`src/rtl/spi_rb_pkg.sv`:
```
package spi_rb_pkg;

   // Per-channel register kinds, in selector order (kind = code / channels)
   typedef enum int unsigned {
      KIND_DATA   = 0,
      KIND_CTRL   = 1,
      KIND_GAIN   = 2,
      KIND_OFFSET = 3,
      KIND_CLEAR  = 4,
      KIND_SLEW   = 5
   } chan_kind_e;

   localparam int NUM_KINDS = 6;

   // Device-wide registers placed directly after the per-channel block
   typedef enum int unsigned {
      XR_STATUS = 0,
      XR_MAIN   = 1,
      XR_DCDC   = 2
   } extra_reg_e;

   localparam int NUM_EXTRA = 3;

endpackage

```
`src/rtl/spi_rb_frontend.sv`:
```
module spi_rb_frontend #(
   parameter int FRAME_W     = 24,
   parameter int SYNC_STAGES = 2,
   parameter int CNT_W       = 5
) (
   input  logic               clk,
   input  logic               rst_n,
   input  logic               sclk_i,
   input  logic               sync_n_i,
   input  logic               sdi_i,
   output logic               in_frame_o,
   output logic               frame_start_o,
   output logic               shift_o,
   output logic               commit_o,
   output logic [FRAME_W-1:0] word_o,
   output logic [CNT_W-1:0]   fall_cnt_o
);

   localparam logic [2:0]       PIN_IDLE = 3'b110;
   localparam logic [CNT_W-1:0] CNT_FULL = CNT_W'(FRAME_W);
   localparam logic [CNT_W-1:0] CNT_SAT  = CNT_W'(FRAME_W + 1);

   logic [2:0]         pins;
   logic [1:0]         prev_q;
   logic [FRAME_W-1:0] shreg_q;
   logic [CNT_W-1:0]   cnt_q;
   logic               sclk_fall;

   generate
      if (SYNC_STAGES == 0) begin : g_direct
         assign pins = {sclk_i, sync_n_i, sdi_i};
      end else begin : g_sync
         logic [2:0] stage_q [SYNC_STAGES];
         always_ff @(posedge clk or negedge rst_n) begin
            if (!rst_n) begin
               for (int k = 0; k < SYNC_STAGES; k++) stage_q[k] <= PIN_IDLE;
            end else begin
               stage_q[0] <= {sclk_i, sync_n_i, sdi_i};
               for (int k = 1; k < SYNC_STAGES; k++) stage_q[k] <= stage_q[k-1];
            end
         end
         assign pins = stage_q[SYNC_STAGES-1];
      end
   endgenerate

   always_ff @(posedge clk or negedge rst_n) begin
      if (!rst_n) prev_q <= PIN_IDLE[2:1];
      else        prev_q <= pins[2:1];
   end

   assign sclk_fall     = prev_q[1] & ~pins[2];
   assign shift_o       = ~prev_q[1] & pins[2];
   assign frame_start_o = prev_q[0] & ~pins[1];
   assign in_frame_o    = ~pins[1];

   always_ff @(posedge clk or negedge rst_n) begin
      if (!rst_n) begin
         cnt_q   <= '0;
         shreg_q <= '0;
      end else if (frame_start_o) begin
         cnt_q   <= '0;
      end else if (sclk_fall && in_frame_o) begin
         shreg_q <= {shreg_q[FRAME_W-2:0], pins[0]};
         if (cnt_q != CNT_SAT) cnt_q <= cnt_q + 1'b1;
      end
   end

   assign commit_o   = ~prev_q[0] & pins[1] & (cnt_q == CNT_FULL);
   assign word_o     = shreg_q;
   assign fall_cnt_o = cnt_q;

endmodule

```
`src/rtl/spi_rb_regbank.sv`:
```
module spi_rb_regbank
   import spi_rb_pkg::*;
#(
   parameter int DATA_W = 16,
   parameter int SEL_W  = 5,
   parameter int NUM_CH = 4
) (
   input  logic              clk,
   input  logic              rst_n,
   input  logic              wr_en_i,
   input  logic [SEL_W-1:0]  wr_sel_i,
   input  logic [DATA_W-1:0] wr_data_i,
   input  logic [SEL_W-1:0]  rd_sel_i,
   input  logic [DATA_W-1:0] status_i,
   output logic [DATA_W-1:0] rd_data_o
);

   localparam int               CH_REGS    = NUM_KINDS * NUM_CH;
   localparam logic [SEL_W-1:0] SEL_STATUS = SEL_W'(CH_REGS + int'(XR_STATUS));
   localparam logic [SEL_W-1:0] SEL_MAIN   = SEL_W'(CH_REGS + int'(XR_MAIN));
   localparam logic [SEL_W-1:0] SEL_DCDC   = SEL_W'(CH_REGS + int'(XR_DCDC));

   logic [DATA_W-1:0] chan_q [CH_REGS];
   logic [DATA_W-1:0] main_q;
   logic [DATA_W-1:0] dcdc_q;

   genvar k, c;
   generate
      for (k = 0; k < NUM_KINDS; k++) begin : g_kind
         for (c = 0; c < NUM_CH; c++) begin : g_ch
            localparam int IDX = k * NUM_CH + c;
            logic [DATA_W-1:0] q;
            always_ff @(posedge clk or negedge rst_n) begin
               if (!rst_n)                                     q <= '0;
               else if (wr_en_i && wr_sel_i == SEL_W'(IDX))    q <= wr_data_i;
            end
            assign chan_q[IDX] = q;
         end
      end
   endgenerate

   always_ff @(posedge clk or negedge rst_n) begin
      if (!rst_n) begin
         main_q <= '0;
         dcdc_q <= '0;
      end else if (wr_en_i) begin
         if (wr_sel_i == SEL_MAIN) main_q <= wr_data_i;
         if (wr_sel_i == SEL_DCDC) dcdc_q <= wr_data_i;
      end
   end

   always_comb begin
      rd_data_o = '0;
      if (rd_sel_i < SEL_W'(CH_REGS))  rd_data_o = chan_q[rd_sel_i];
      else if (rd_sel_i == SEL_STATUS) rd_data_o = status_i;
      else if (rd_sel_i == SEL_MAIN)   rd_data_o = main_q;
      else if (rd_sel_i == SEL_DCDC)   rd_data_o = dcdc_q;
   end

endmodule

```
`src/rtl/spi_rb_txpath.sv`:
```
module spi_rb_txpath #(
   parameter int FRAME_W = 24,
   parameter int DATA_W  = 16
) (
   input  logic              clk,
   input  logic              rst_n,
   input  logic              load_i,
   input  logic              drop_i,
   input  logic [DATA_W-1:0] data_i,
   input  logic              in_frame_i,
   input  logic              frame_start_i,
   input  logic              shift_i,
   output logic              pend_valid_o,
   output logic [DATA_W-1:0] pend_data_o,
   output logic              sdo_o
);

   localparam int PAD_W = FRAME_W - DATA_W;

   logic [FRAME_W-1:0] out_q;

   always_ff @(posedge clk or negedge rst_n) begin
      if (!rst_n) begin
         pend_valid_o <= 1'b0;
         pend_data_o  <= '0;
      end else if (load_i) begin
         pend_valid_o <= 1'b1;
         pend_data_o  <= data_i;
      end else if (drop_i) begin
         pend_valid_o <= 1'b0;
         pend_data_o  <= '0;
      end
   end

   always_ff @(posedge clk or negedge rst_n) begin
      if (!rst_n)             out_q <= '0;
      else if (!in_frame_i)   out_q <= '0;
      else if (frame_start_i) out_q <= pend_valid_o ? {{PAD_W{1'b0}}, pend_data_o} : '0;
      else if (shift_i)       out_q <= {out_q[FRAME_W-2:0], 1'b0};
   end

   assign sdo_o = out_q[FRAME_W-1];

endmodule

```
`src/rtl/spi_rb_slave.sv`:
```
module spi_rb_slave
   import spi_rb_pkg::*;
#(
   parameter int DATA_W      = 16,
   parameter int ADDR_W      = 2,
   parameter int SEL_W       = 5,
   parameter int FRAME_W     = 24,
   parameter int NUM_CH      = 4,
   parameter int SYNC_STAGES = 2
) (
   input  logic              clk,
   input  logic              rst_n,
   input  logic [ADDR_W-1:0] dev_addr_i,
   input  logic [DATA_W-1:0] status_i,
   input  logic              sclk_i,
   input  logic              sync_n_i,
   input  logic              sdi_i,
   output logic              sdo_o
);

   localparam int CNT_W    = $clog2(FRAME_W + 2);
   localparam int RSV_BASE = NUM_KINDS * NUM_CH + NUM_EXTRA;
   localparam int ADDR_HI  = FRAME_W - 2;
   localparam int SEL_HI   = ADDR_HI - ADDR_W;

   generate
      if (FRAME_W != 1 + ADDR_W + SEL_W + DATA_W) begin : g_bad_frame
         $error("frame width must equal flag + address + selector + data");
      end
      if (NUM_CH < 1 || (NUM_CH & (NUM_CH - 1)) != 0) begin : g_bad_ch
         $error("channel count must be a power of two");
      end
      if (RSV_BASE > (1 << SEL_W)) begin : g_bad_sel
         $error("selector too narrow for the register bank");
      end
      if (SYNC_STAGES < 0) begin : g_bad_sync
         $error("synchronizer depth cannot be negative");
      end
   endgenerate

   logic               in_frame;
   logic               frame_start;
   logic               tx_shift;
   logic               frame_commit;
   logic [FRAME_W-1:0] frame_word;
   logic [CNT_W-1:0]   bit_cnt;
   logic               addr_hit;
   logic               is_read;
   logic [SEL_W-1:0]   frame_sel;
   logic [DATA_W-1:0]  rd_data;
   logic               pend_valid;
   logic [DATA_W-1:0]  pend_data;

   spi_rb_frontend #(
      .FRAME_W    (FRAME_W),
      .SYNC_STAGES(SYNC_STAGES),
      .CNT_W      (CNT_W)
   ) u_front (
      .clk          (clk),
      .rst_n        (rst_n),
      .sclk_i       (sclk_i),
      .sync_n_i     (sync_n_i),
      .sdi_i        (sdi_i),
      .in_frame_o   (in_frame),
      .frame_start_o(frame_start),
      .shift_o      (tx_shift),
      .commit_o     (frame_commit),
      .word_o       (frame_word),
      .fall_cnt_o   (bit_cnt)
   );

   assign is_read   = frame_word[FRAME_W-1];
   assign addr_hit  = frame_word[ADDR_HI -: ADDR_W] == dev_addr_i;
   assign frame_sel = frame_word[SEL_HI -: SEL_W];

   spi_rb_regbank #(
      .DATA_W(DATA_W),
      .SEL_W (SEL_W),
      .NUM_CH(NUM_CH)
   ) u_bank (
      .clk      (clk),
      .rst_n    (rst_n),
      .wr_en_i  (frame_commit & addr_hit & ~is_read),
      .wr_sel_i (frame_sel),
      .wr_data_i(frame_word[DATA_W-1:0]),
      .rd_sel_i (frame_sel),
      .status_i (status_i),
      .rd_data_o(rd_data)
   );

   spi_rb_txpath #(
      .FRAME_W(FRAME_W),
      .DATA_W (DATA_W)
   ) u_tx (
      .clk          (clk),
      .rst_n        (rst_n),
      .load_i       (frame_commit & addr_hit & is_read),
      .drop_i       (frame_commit & addr_hit & ~is_read),
      .data_i       (rd_data),
      .in_frame_i   (in_frame),
      .frame_start_i(frame_start),
      .shift_i      (tx_shift),
      .pend_valid_o (pend_valid),
      .pend_data_o  (pend_data),
      .sdo_o        (sdo_o)
   );

endmodule

```
`config.mk`:
```
export PLATFORM = sky130hd
export DESIGN_NAME = spi_rb_slave
export DESIGN_NICKNAME = d
export VERILOG_FILES = /design/src/rtl/spi_rb_pkg.sv /design/src/rtl/spi_rb_frontend.sv /design/src/rtl/spi_rb_regbank.sv /design/src/rtl/spi_rb_txpath.sv /design/src/rtl/spi_rb_slave.sv
export SDC_FILE = /design/constraint.sdc
export NUM_CORES = 1
export LEC_CHECK = 0
export BUFFER_PORTS_ARGS = -buffer_cell sky130_fd_sc_hd__buf_2
export CAP_MARGIN = 20
export CORE_MARGIN = 2
export CORE_UTILIZATION = 35
export DETAILED_ROUTE_END_ITERATION = 10
export GPL_ROUTABILITY_DRIVEN = 0
export HOLD_SLACK_MARGIN = 0.06
export PLACE_DENSITY = 0.6
export SYNTH_ARGS = -nofsm -noshare
export SYNTH_HDL_FRONTEND = slang
export SYNTH_HIERARCHICAL = 1
export SYNTH_SLANG_ARGS = --single-unit
```
`constraint.sdc`:
```
create_clock -name clk -period 6.7 [get_ports clk]
set_input_delay 0.67 -clock clk [delete_from_list [all_inputs] [get_ports clk]]
set_output_delay 0.67 -clock clk [all_outputs]
set_load 0.03 [all_outputs]
```
==> results.md <==
* Max incr delay on CP at 780 ps
* Yosys warning count at 6
* Fin Clk Skew at 21.6 ps
* GRT Util Overall at 17.3%
* Logic pwr share at 1.9%
* Post_cts resized at 0
* Max clock buf depth at 3
* Placement Rows at 93
* Starting Density at 35.5%
* Drt pass-1 iters at 6
* Yosys top cell by area: dfrtp_1
* Slowest CP cell: nand4_2
* Crit-path cells: inv_1, ha_1, nand4b_1, nor3_1, nor4b_4, buf_4, nor2b_2, nand4_2, mux2_2
* Maximum capacitance violations at 0
* Pleak at 11.5 nW
* Worst EP required at 7160 ps
* Avg Inst Size Synth at 13.7 um^2
* Final non-filler cell area at 0.0254 mm^2
* Tmin final at 3380 ps
* P per Cell Area at 239 mW/mm^2
* Area contributors post-synth: dfrtp_1, mux2_2, mux2i_1, a22oi_1, mux2_1
* Mapped Cells at 1675
* Area Growth Syn to Fin at 10.6%
* Status: finished clean
* Drt drc at 0
* Fin crit share at 50.5%
* Async set or reset register ratio after synthesis at 100%
* VDD IR-drop max at 199 uV
* Post-route ant nets at 0
* DR iter-0 viols at 968
* RSZ-0062 raised after global routing: no
* Power Internal at 4.70 mW
* Die W at 260 um
* First-pass GRT wire length at 89700 um
* Psw at 1.38 mW
* M2 GR Usage at 27.2%
* Root buffer cell: clkbuf_16
* Sequential element share of the synthesized area at 53.9%
* Placed inst area at 0.0236 mm^2
* IO buf count at 23
* CTS Sinks at 494
* Main synth FF type: dfrtp_1
* CP delay by family, top: simple AND/OR/NAND/NOR gates
* Worst Hold Class: in -> reg
* Final setup viols at 0
* Setup Buffers After CTS at 0
* Worst Setup End Kind: register
* GR Util met1 at 24.4%
* Final Hold Vio Count at 0
* Commonest non-fill, non-tap cell in the layout: dfrtp_1
* Sequential power share at 51.1%
* Post-synth top area share at 53.2%
* Worst Tran Pin Value at 1180 ps
* Critical R2R Launch: u_front/fall_cnt_o[0]
* Mapped Nets at 1701
* Buf+Inv Stages, Crit Path at 2
* Critical path launch point type: register
* CTS Hold Buffers Added at 1
* Vias post-DR at 13700
* Global routing's busiest layer: met2
* Cell variety after synth at 57
* Seq cells post-synth at 494
* Overall routed net length at 57900 um
* Crit Path Max Fanout at 23
* Largest net degree at the start of global routing at 180
* Die outline area at 0.0676 mm^2
* Grt ovf at 0
* Routed length per instance at 22.9 um
* Switch share at 22.7%
* Slew margin rel. at 21.1%
* Number of inserted diodes at 0
* Setup CP Type: reg -> reg
* Overall power at 6.08 mW
* Max Slew Vio Count at 0
* CORE AREA at 0.0646 mm^2
* Setup TNS at 0 ps
* TritonCTS Buffers at 52
* Start point of the critical path: u_front/fall_cnt_o[0]
* Clk pwr share at 47.0%
* Vias in the first global route at 14300
* Post-synth EDFFs at 0
* Critical path data arrival time at 3840 ps
* Cell area after synthesis at 0.0229 mm^2
* HP Start: sclk_i
* Ports at 24
* Vias per inst at 5.44
* M3 GR Usage at 2.66%
* Htree depth at 2
* Commonest non-fill, non-tap cells in the layout: dfrtp_1, mux2_2, mux2i_1, a22oi_1, clkbuf_16
* Nets at 1659
* Share of cells above drive strength 1 at 35.3%
* Worst-path clk slew at 60 ps
* Worst-Skew Late Latency at 600 ps
* CTS tree: done
* Die Height at 260 um
* Fmax at 296 MHz
* Initial antenna violation count at 0
* DP HPWL at 35000 um
layer usage:
layer  routed length [um]  share of wire, %  vias up
met5                    0                 0        -
met4                 1500               2.6        0
met3                 2400               4.1       91
met2                26900                46      300
met1                27200                47     7290
li1                     -                 -     6061
area by class of cell:
cell class                 instances  area, um^2
fill                            6087       39200
multi-input combinational       1032        9850
clock buffer                      79        1510
sequential                       494       12400
inverter                           5        18.8
tap                              855        1070
timing repair buffer              48         384
clock inverter                    15         168
worst paths after layout:
check                                                     end  slack (ps)  depth (start not counted)
worst max-delay path            u_bank/g_kind[2].g_ch[1].q[2]        3320                          9
worst min-delay path                u_front/g_sync.stage_q[5]         170                          1
worst max register to register  u_bank/g_kind[2].g_ch[1].q[2]        3320                          9
worst min register to register                u_front/pins[1]         360                          0
max in group asynchronous                  u_front/word_o[17]        4480                          3
min in group asynchronous                      u_tx/out_q[16]         660                          2
worst register-to-register path: stages (launching register included):
cell and delay [ps]:
dfrtp_1 420, inv_1 100, ha_1 140, nand4b_1 100
nor3_1 220, nor4b_4 230, buf_4 340, nor2b_2 330
nand4_2 780, mux2_2 580
cells in the mapped netlist, types with 5 or more instances:
cell type,number
a21oi_1,5
a22oi_1,96
mux2i_1,215
buf_6,20
o211ai_1,16
nand4_1,16
nand2b_1,35
o2bb2ai_1,15
dfstp_2,6
nand2_2,9
clkbuf_1,68
buf_4,8
nand3_1,53
o21ai_0,17
buf_2,44
mux2_2,412
inv_1,5
a32o_1,16
nor2b_1,11
nor2_1,15
dfrtp_1,488
mux2_1,24
nand2_1,20
power by group through the flow:
stage / Clock [mW] / Sequential (mW) / Combinational, mW
final: 2.86 / 3.10 / 0.116
after global routing: 3.07 / 3.11 / 0.132
after CTS: 2.93 / 3.11 / 0.119
after detailed placement: 0 / 3.16 / 0.118
after global placement: 0 / 3.16 / 0.115
after floorplan: 0 / 3.08 / 0.0753
flip-flops by register name, summed over array words and instances, names as in the netlist:
signal,flops
u_bank/dcdc_q,16
u_bank/g_kind.g_ch.q,384
u_bank/main_q,16
u_front/fall_cnt_o,5
u_front/g_sync.stage_q,3
u_front/pins,3
u_front/prev_q,2
u_front/word_o,24
u_tx/out_q,24
u_tx/pend_data_o,16
u_tx/pend_valid_o,1
through the flow:
stage                     hold WS (ps)  setup WS [ps]  std cells  util, %
after floorplan                    331           3660       1675        -
after global placement             340           3350       2430     36.6
after detailed placement           343           3320       2431     36.6
after CTS                          130           3300       2526     39.2
after global routing               147           3150       2528     39.3
final                              167           3320       2528     39.3
cell families (layout without fill, tap and decap cells):
| family | after synthesis | count (layout) | share of synthesized area [%] |
|---|---|---|---|
| AOI/OAI and AO/OA | 170 | 170 | 5.55 |
| buffers and inverters | 149 | 147 | 3.51 |
| and+or+nand+nor | 202 | 202 | 5.75 |
| muxes | 655 | 655 | 31.0 |
| adders and majority gates | 3 | 3 | 0.164 |
| DFF | 494 | 494 | 53.9 |
| xor gates and xnor gates | 2 | 2 | 0.0764 |
Power figures use the tool's default switching activity.
